File: config.mk
export PLATFORM = sky130hd
export DESIGN_NAME = zbt_sram
export DESIGN_NICKNAME = d
export VERILOG_FILES = /design/src/rtl/zbt_sram.sv
export SDC_FILE = /design/constraint.sdc
export NUM_CORES = 2
export LEC_CHECK = 0
export ABC_AREA = 1
export CAP_MARGIN = 10
export CORE_MARGIN = 3
export CORE_UTILIZATION = 23
export DETAILED_ROUTE_END_ITERATION = 8
export PLACE_DENSITY = 0.37
export SLEW_MARGIN = 20
export SYNTH_ARGS = -nofsm -noshare
export SYNTH_HDL_FRONTEND = slang
export SYNTH_SLANG_ARGS = --single-unit
File: constraint.sdc
create_clock -name clk -period 2.6 [get_ports clk]
set_clock_uncertainty 0.15 [all_clocks]
set_input_delay 0.52 -clock clk [delete_from_list [all_inputs] [get_ports clk]]
set_output_delay 0.52 -clock clk [all_outputs]
set_load 0.01 [all_outputs]
File: src/rtl/zbt_sram.sv
module zbt_sram #(
  parameter int ADDR_W = 6,
  parameter int LANES  = 4,
  parameter int LANE_W = 9
) (
  input  logic                      clk,
  input  logic                      rst_n,
  input  logic                      cke_n,
  input  logic                      ce1_n,
  input  logic                      ce2,
  input  logic                      ce2_n,
  input  logic                      adv_ld_n,
  input  logic                      we_n,
  input  logic [LANES-1:0]          bw_n,
  input  logic                      oe_n,
  input  logic [ADDR_W-1:0]         addr,
  input  logic [LANES*LANE_W-1:0]   din,
  output logic [LANES*LANE_W-1:0]   dout,
  output logic                      dout_vld
);
  localparam int DATA_W = LANES * LANE_W;
  localparam int DEPTH  = 1 << ADDR_W;

  logic [DATA_W-1:0] mem [DEPTH];

  // stage 1: accepted command (also the burst state); stage 2: write awaiting data
  logic              s1_v, s1_wr, s2_v, rd_q;
  logic [ADDR_W-1:0] s1_a, s2_a;
  logic [DATA_W-1:0] q, rd_word;

  wire sel  = ~ce1_n & ce2 & ~ce2_n;
  wire load = ~adv_ld_n;
  wire [ADDR_W-1:0] step_a = {s1_a[ADDR_W-1:2], s1_a[1:0] + 2'd1};
  wire              cmd_v  = load ? sel   : s1_v;
  wire              cmd_wr = load ? ~we_n : s1_wr;
  wire [ADDR_W-1:0] cmd_a  = load ? addr  : step_a;
  wire              fwd    = s2_v && (s2_a == s1_a);

  for (genvar g = 0; g < LANES; g++) begin : g_lane
    assign rd_word[g*LANE_W +: LANE_W] =
      (fwd && !bw_n[g]) ? din[g*LANE_W +: LANE_W] : mem[s1_a][g*LANE_W +: LANE_W];
  end

  always_ff @(posedge clk or negedge rst_n) begin
    if (!rst_n) begin
      s1_v  <= 1'b0;
      s1_wr <= 1'b0;
      s1_a  <= '0;
      s2_v  <= 1'b0;
      s2_a  <= '0;
      rd_q  <= 1'b0;
      q     <= '0;
    end else if (!cke_n) begin
      s1_v  <= cmd_v;
      s1_wr <= cmd_wr;
      s1_a  <= cmd_a;
      s2_v  <= s1_v & s1_wr;
      s2_a  <= s1_a;
      rd_q  <= s1_v & ~s1_wr;
      if (s1_v && !s1_wr) q <= rd_word;
    end
  end

  always_ff @(posedge clk) begin
    if (!cke_n && s2_v)
      for (int i = 0; i < LANES; i++)
        if (!bw_n[i]) mem[s2_a][i*LANE_W +: LANE_W] <= din[i*LANE_W +: LANE_W];
  end

  assign dout_vld = rd_q & ~oe_n;
  assign dout     = dout_vld ? q : '0;

  AST_STALL_HOLDS: assert property (@(posedge clk) disable iff (!rst_n)
    cke_n |=> $stable(rd_q) && $stable(q) && $stable(s2_v) && $stable(s1_a));
  AST_OE_GATES: assert property (@(posedge clk) disable iff (!rst_n)
    oe_n |-> (!dout_vld && dout == '0));
  AST_WRITE_NO_DATA: assert property (@(posedge clk) disable iff (!rst_n)
    (!cke_n && s1_v && s1_wr) |=> !dout_vld);
  AST_WRITE_PIPE: assert property (@(posedge clk) disable iff (!rst_n)
    (!cke_n && s1_v && s1_wr) |=> (s2_v && s2_a == $past(s1_a)));
  AST_READ_ISSUES: assert property (@(posedge clk) disable iff (!rst_n)
    (!cke_n && s1_v && !s1_wr) |=> rd_q);
  AST_DESELECT_STAYS: assert property (@(posedge clk) disable iff (!rst_n)
    (!cke_n && adv_ld_n && !s1_v) |=> !s1_v);
  AST_BURST_STEP: assert property (@(posedge clk) disable iff (!rst_n)
    (!cke_n && adv_ld_n && s1_v) |=>
      (s1_v && s1_a[1:0] == 2'($past(s1_a[1:0]) + 2'd1)
       && s1_a[ADDR_W-1:2] == $past(s1_a[ADDR_W-1:2])));
endmodule

=== Word level (Yosys, flattened, before mapping) ===
Memory sizes are Yosys's and may differ from the RTL's. A register that Yosys moved wholly into a read port is not among the register bits.
Cells that the tools add are included.

* Register bits: 16
* Memories kept: 1
* Input bits: 55
* Output and inout bits: 37
* Bits in writable memories: 2304
* Word-level logic and storage cells: 42

{| class="wikitable"
|+ Memory list
! memory !! words !! width !! read ports !! clocked after memory_dff !! write ports !! line !! RTL
|-
| mem || 64 || 36 || 1 || 1 || 1 || 24 || <nowiki>logic [DATA_W-1:0] mem [DEPTH];</nowiki>
|}

* $add $sub $neg: 1
* Bitwise gates (word level): 12
* Reduce and logical (&&, ||, !) cells: 7
* Muxes and demuxes: 14

{| class="wikitable"
|+ Operators with widths
! cell !! count
|-
| 36-bit 2-to-1 mux || 1
|-
| 1-bit 2-to-1 mux || 12
|-
| 1-bit NOT || 7
|-
| 1-bit AND || 5
|-
| 2-bit AND reduction || 2
|-
| 1-bit logical NOT || 3
|-
| 2-bit by 1-bit adder with 2-bit output (second input constant) || 1
|-
| 1-bit logical AND || 2
|-
| 2-bit 2-to-1 mux || 1
|}

=== Longest topological paths before layout ===
* Depth after elaboration: 4
* Depth in mapped cells: 15
* Mapped depth without buffers: 11

=== Least setup slack after synthesis ===
No wires, ideal clock.

* Path type: register to register
* From: register s2_a[4]
* To: memory mem[48][0] in the netlist's numbering (enable)
* Arrival: 1.766 ns
* Setup slack: 0.309 ns
* Library setup time: 0.374 ns
* Path buffers: 1
* Data required time: 2.076 ns
* Stages on the path, launching flop included: 6
* Clock period less this slack: 2.291 ns
* Cell sequence: dfrtp_1 clkbuf_1 inv_1 nor3_1 nand2_1 nor2_1

{| class="wikitable"
|+ RTL lines
! element !! line !! RTL
|-
| start: declaration || 28 || <nowiki>logic [ADDR_W-1:0] s1_a, s2_a;</nowiki>
|-
| start signal: assignment || 50 || <nowiki>s2_a <= '0;</nowiki>
|-
| start signal: assignment || 58 || <nowiki>s2_a <= s1_a;</nowiki>
|-
| end: declaration || 24 ||
|}

No word-level cell before the write port.

=== Worst setup path in the final report ===
* From: register rd_q
* To: output port dout[9]

* Word-level cells in the longest chain between the ends: 2

{| class="wikitable"
|+ Ends and longest elaborated chain
! element !! line !! RTL
|-
| start: declaration || 27 || <nowiki>logic s1_v, s1_wr, s2_v, rd_q;</nowiki>
|-
| start signal: assignment || 59 || <nowiki>rd_q <= s1_v & ~s1_wr;</nowiki>
|-
| 1-bit AND || 70 || <nowiki>assign dout_vld = rd_q & ~oe_n;</nowiki>
|-
| 36-bit 2-to-1 mux || 71 || <nowiki>assign dout = dout_vld ? q : '0;</nowiki>
|-
| end: declaration || 18 || <nowiki>output logic [LANES*LANE_W-1:0] dout,</nowiki>
|}

Every way passes these cells.

==> out/results.tsv <==
stage	metric	value	unit
sta	final period utilization	104.1	%
critical_path	Largest delay share family, worst path	buffers and inverters	
synth	Post-Syn Instances	8245	
critical_path	critical path type	reg2out	
sta	RSZ-0062 raised after global routing	true	
global_routing	first-pass GRT wire length	495.5	mm
layout	share of post-route cells with drive strength above 1	15.58	%
critical_path	slowest CP cell	dfrtp_1	
place	total placed cells including tap cells	14000	
critical_path	worst path arrival time	2.04	ns
floorplanning	Core Region	414000	um^2
critical_path	CP Cell Sequence	inv_2, nor2_4, inv_8, clkbuf_16, nor2_4, buf_6	
drt	ANT nets after route	0	
place	worst slack, placed	-0.6095	ns
critical_path	CP bufs+invs	4	
drt	DR vias/cell	4.494	
global_routing	initial antenna violation count	52	
critical_path	Crit path depth	6	
power	VDD IR max	0.4404	mV
floorplanning	Initial Utilization	23.14	%
sta	Finish-stage setup viols	32	
critical_path	CP required	1.93	ns
sta	Max Clk Rate	0.3695	GHz
power	P_leak	42.86	nW
synth	Synth Area in Compound Gates	0.2861	%
synth	area share of and/or/nand/nor cells after synthesis	23.23	%
place	GP Congestion	0.7965	
critical_path	Reg2Reg Depth	14	
synth	Syn Area/Cell	11.62	um^2
power	Sw Ratio	28.67	%
critical_path	Critical Path Source	rd_q$_DFFE_PN0N_	
synth	mux contribution to synthesized area	0	%
synth	flop and latch count out of synthesis	2356	
power	Power Density	792.5	nW/um^2
clocking	H-tree depth	5	
power	P_sw	27.40	mW
synth	Synth Area in Adders	0	%
flow_run	max_cap viols	0	
synth	top area cells in the synthesized netlist	edfxtp_1, nand3_1, nand2_1, buf_2, dfrtp_1	
synth	largest family of logic cells by synthesized area	simple AND/OR/NAND/NOR gates	
layout	Fill cells	42240	
synth	post-synthesis sequential area ratio	73.59	%
floorplanning	Die Height	651.3	um
synth	Unique masters post-synth	22	
global_routing	largest net degree at the start of global routing	86	
global_routing	Total Routing Usage GR	16.12	%
floorplanning	die width	651.3	um
power	clock share of power	38.7	%
critical_path	Max Fanout on Critical Path	7	
clocking	Inserted Clock Buffers	274	
critical_path	R2R Path Start	s1_a[0]$_DFFE_PN0N_	
clocking	CTS Sinks	2356	
critical_path	most frequent CP cell	nor2_4	
power	Power Total	95.57	mW
outcome	failing checks	setup timing	
layout	post-layout instance area	120600	um^2
sta	Rel. slew slack	40.28	%
critical_path	critical path startpoint category	flop	
floorplanning	Cell Rows	236	
critical_path	Worst setup EP type	output pin	
drt	via count	65570	
power	logic gate share of total power	17.0	%
sta	crit path time final	2.706	ns
critical_path	Critical path destination	dout[9]	
critical_path	reg2reg end	q[27]$_DFFE_PN0P_	
power	sequential power share	44.3	%
synth	Post-Syn Area	95790	um^2
synth	post-synth top area cell	edfxtp_1	
critical_path	crit-path max cell delay	0.37	ns
layout	Layout area overhead	25.89	%
synth	Yosys top cell area share	72.23	%
power	Int Pwr	68.17	mW
drt	Iter 0 DRT Violations	6000	
global_routing	vias in the first global route	64270	
sta	post-route setup slack	-0.1062	ns
floorplanning	overall die area	424300	um^2
min_path	Hold Crit Class	in2reg	
synth	Synth Area in XOR/XNOR	0.009144	%
clocking	CTS clock-pin slew for the worst setup and hold paths	0.06	ns
sta	Worst Max-Slew Pin Slew	0.8958	ns
outcome	status	finished, violations left	
drt	WL final	355.9	mm
global_routing	GR Overflow Total	0	
clocking	CTS tree	built	
drt	WL/cell	24.39	um
drt	DRT Pass-1 Iters	5	
place	placed inst area	109600	um^2
clocking	Root Buffer	clkbuf_16	
place	dpl hpwl	235.3	mm
floorplanning	# IOs	92	
place	PortBufs	91	
clocking	largest buffer count on any clock path	4	
clocking	Clock Latency Late Sink	0.93	ns
drt	Remaining DRCs	0	
synth	syn_nets	8300	
layout	Final #Nets	8936	
critical_path	R2R Setup Slk	0.05	ns
sta	Hold Fails Final Rpt	0	
sta	Pins Over Slew Limit	0	
layout	Finished Layout Cells	14590	
synth	synth warn	0	
-- area by class of cell --
type	instances	area, um^2	area share, %
antenna	32	80.08	0.06641
inverter	94	420.4	0.3486
clock buffer	351	7249	6.012
multi-input combinational	5252	23500	19.48
tap	5474	6849	5.680
sequential	2356	70510	58.47
timing repair buffer	901	10760	8.922
timing repair inverter	2	46.29	0.03839
clock inverter	129	1179	0.9774
-- synthesized netlist by cell type (all sizes together) --
| cell type | instances |
|---|---|
| nand3 | 2167 |
| buf | 349 |
| inv | 93 |
| nand4 | 2 |
| clkinv | 1 |
| xor2 | 1 |
| nor3 | 16 |
| o41ai | 1 |
| o22ai | 1 |
| nor3b | 1 |
| a21oi | 1 |
| nand2 | 2712 |
| o21ai | 49 |
| dfrtp | 52 |
| a41oi | 1 |
| clkbuf | 194 |
| edfxtp | 2304 |
| nor2 | 300 |
-- state kept, by name, indices dropped and copies added, names as in the netlist --
signal,cells
mem,2304
q,36
s1_a,6
s2_a,6
rd_q,1
s1_v,1
s1_wr,1
s2_v,1
-- cells in the final DEF (no fill, tap or decap), types with 4 or more instances in the layout --
master,n
nand2_1,2677
edfxtp_1,2304
nand3_1,2059
buf_4,493
clkbuf_16,293
nor2_1,262
buf_12,229
nand3_2,101
inv_1,79
clkbuf_1,70
clkinv_1,55
dfrtp_1,44
o21ai_0,42
buf_6,40
buf_2,39
clkinv_2,34
nand2_2,33
dlygate4sd3_1,33
diode_2,32
nor2_4,31
buf_16,24
clkdlybuf4s50_1,17
nor3_1,13
bufinv_16,12
inv_6,9
clkinv_8,9
inv_2,7
nor2_2,7
nand3_4,7
o21ai_1,7
bufbuf_16,7
clkinvlp_4,6
clkinv_16,6
dfrtp_4,5
inv_16,4
clkbuf_8,4
-- logic make-up after synthesis --
| family | after synthesis |
|---|---|
| flip-flops | 2356 |
| AND/OR/NAND/NOR | 5198 |
| XOR/XNOR | 1 |
| buffers and inverters | 637 |
| AO/OA/AOI/OAI | 53 |
-- how the worst min path moves through the flow --
stage / start / endpoint / slack [ns] / cells after the start
floorplan: rst_n / q[0]$_DFFE_PN0P_ / 0.07 / 0
global placement: q[18]$_DFFE_PN0P_ / q[18]$_DFFE_PN0P_ / 0.32 / 2
detailed placement: q[1]$_DFFE_PN0P_ / q[1]$_DFFE_PN0P_ / 0.32 / 2
CTS: din[31] / mem[31][31]$_DFFE_PP_ / 0.009 / 1
global route: din[32] / mem[62][32]$_DFFE_PP_ / 0.03 / 1
finish: din[3] / mem[4][3]$_DFFE_PP_ / 0.06 / 2
-- layer usage --
metal | track usage, % | part of all wire (%) | vias up | wire, um
met2 | 26.01 | 46 | 1696 | 164300
met1 | 22.82 | 46 | 33040 | 163800
met4 | 3.757 | 2.6 | 6 | 9105
li1 | - | - | 30400 | -
met5 | 0 | 0.0081 | - | 29
met3 | 2.258 | 5.3 | 433 | 18700
-- per-stage QoR --
step	hold WS [ns]	setup TNS (ns)	utilization (%)
finish	0.05676	-1.775	29.13
global route	0.02599	-4.992	29.11
CTS	0.008914	-7.770	28.76
detailed placement	0.3164	-898.56	26.48
global placement	0.3214	-919.33	26.48
floorplan	0.07441	0	-
-- power by group through the flow --
stage / Combinational (mW) / Sequential (mW) / Clock, mW
3_3_place_gp: 15.2 / 43.2 / 0
3_5_place_dp: 15.2 / 43.2 / 0
5_1_grt: 17.6 / 42.4 / 39.5
4_1_cts: 15.7 / 42.4 / 38.0
6_report: 16.2 / 42.4 / 37.0
2_1_floorplan: 7.48 / 42.9 / 0
-- worst reg2reg max path, stage by stage (launching register included) --
cell and delay, ns:
dfrtp_4 0.47, buf_12 0.20, clkinv_16 0.16, buf_4 0.22, clkbuf_16 0.21, nand2_1 0.10
nand3_1 0.08, nand3_1 0.12, nand3_1 0.16, nand3_1 0.14, nand3_1 0.15, nand2_1 0.11
nand2_1 0.06, nand2_1 0.07, nand2_1 0.05
-- timing repair --
| action | 4_1_cts | 5_1_grt |
|---|---|---|
| pin swaps | 3 | 12 |
| setup endpoints to repair | 494 | 188 |
| hold buffers | 33 | 0 |
| buffers inserted | 6 | 13 |
| gates cloned | 9 | 19 |
| endpoints found under the hold margin | 405 | 0 |
| resized for setup | 239 | 225 |
Power figures use the tool's default switching activity.
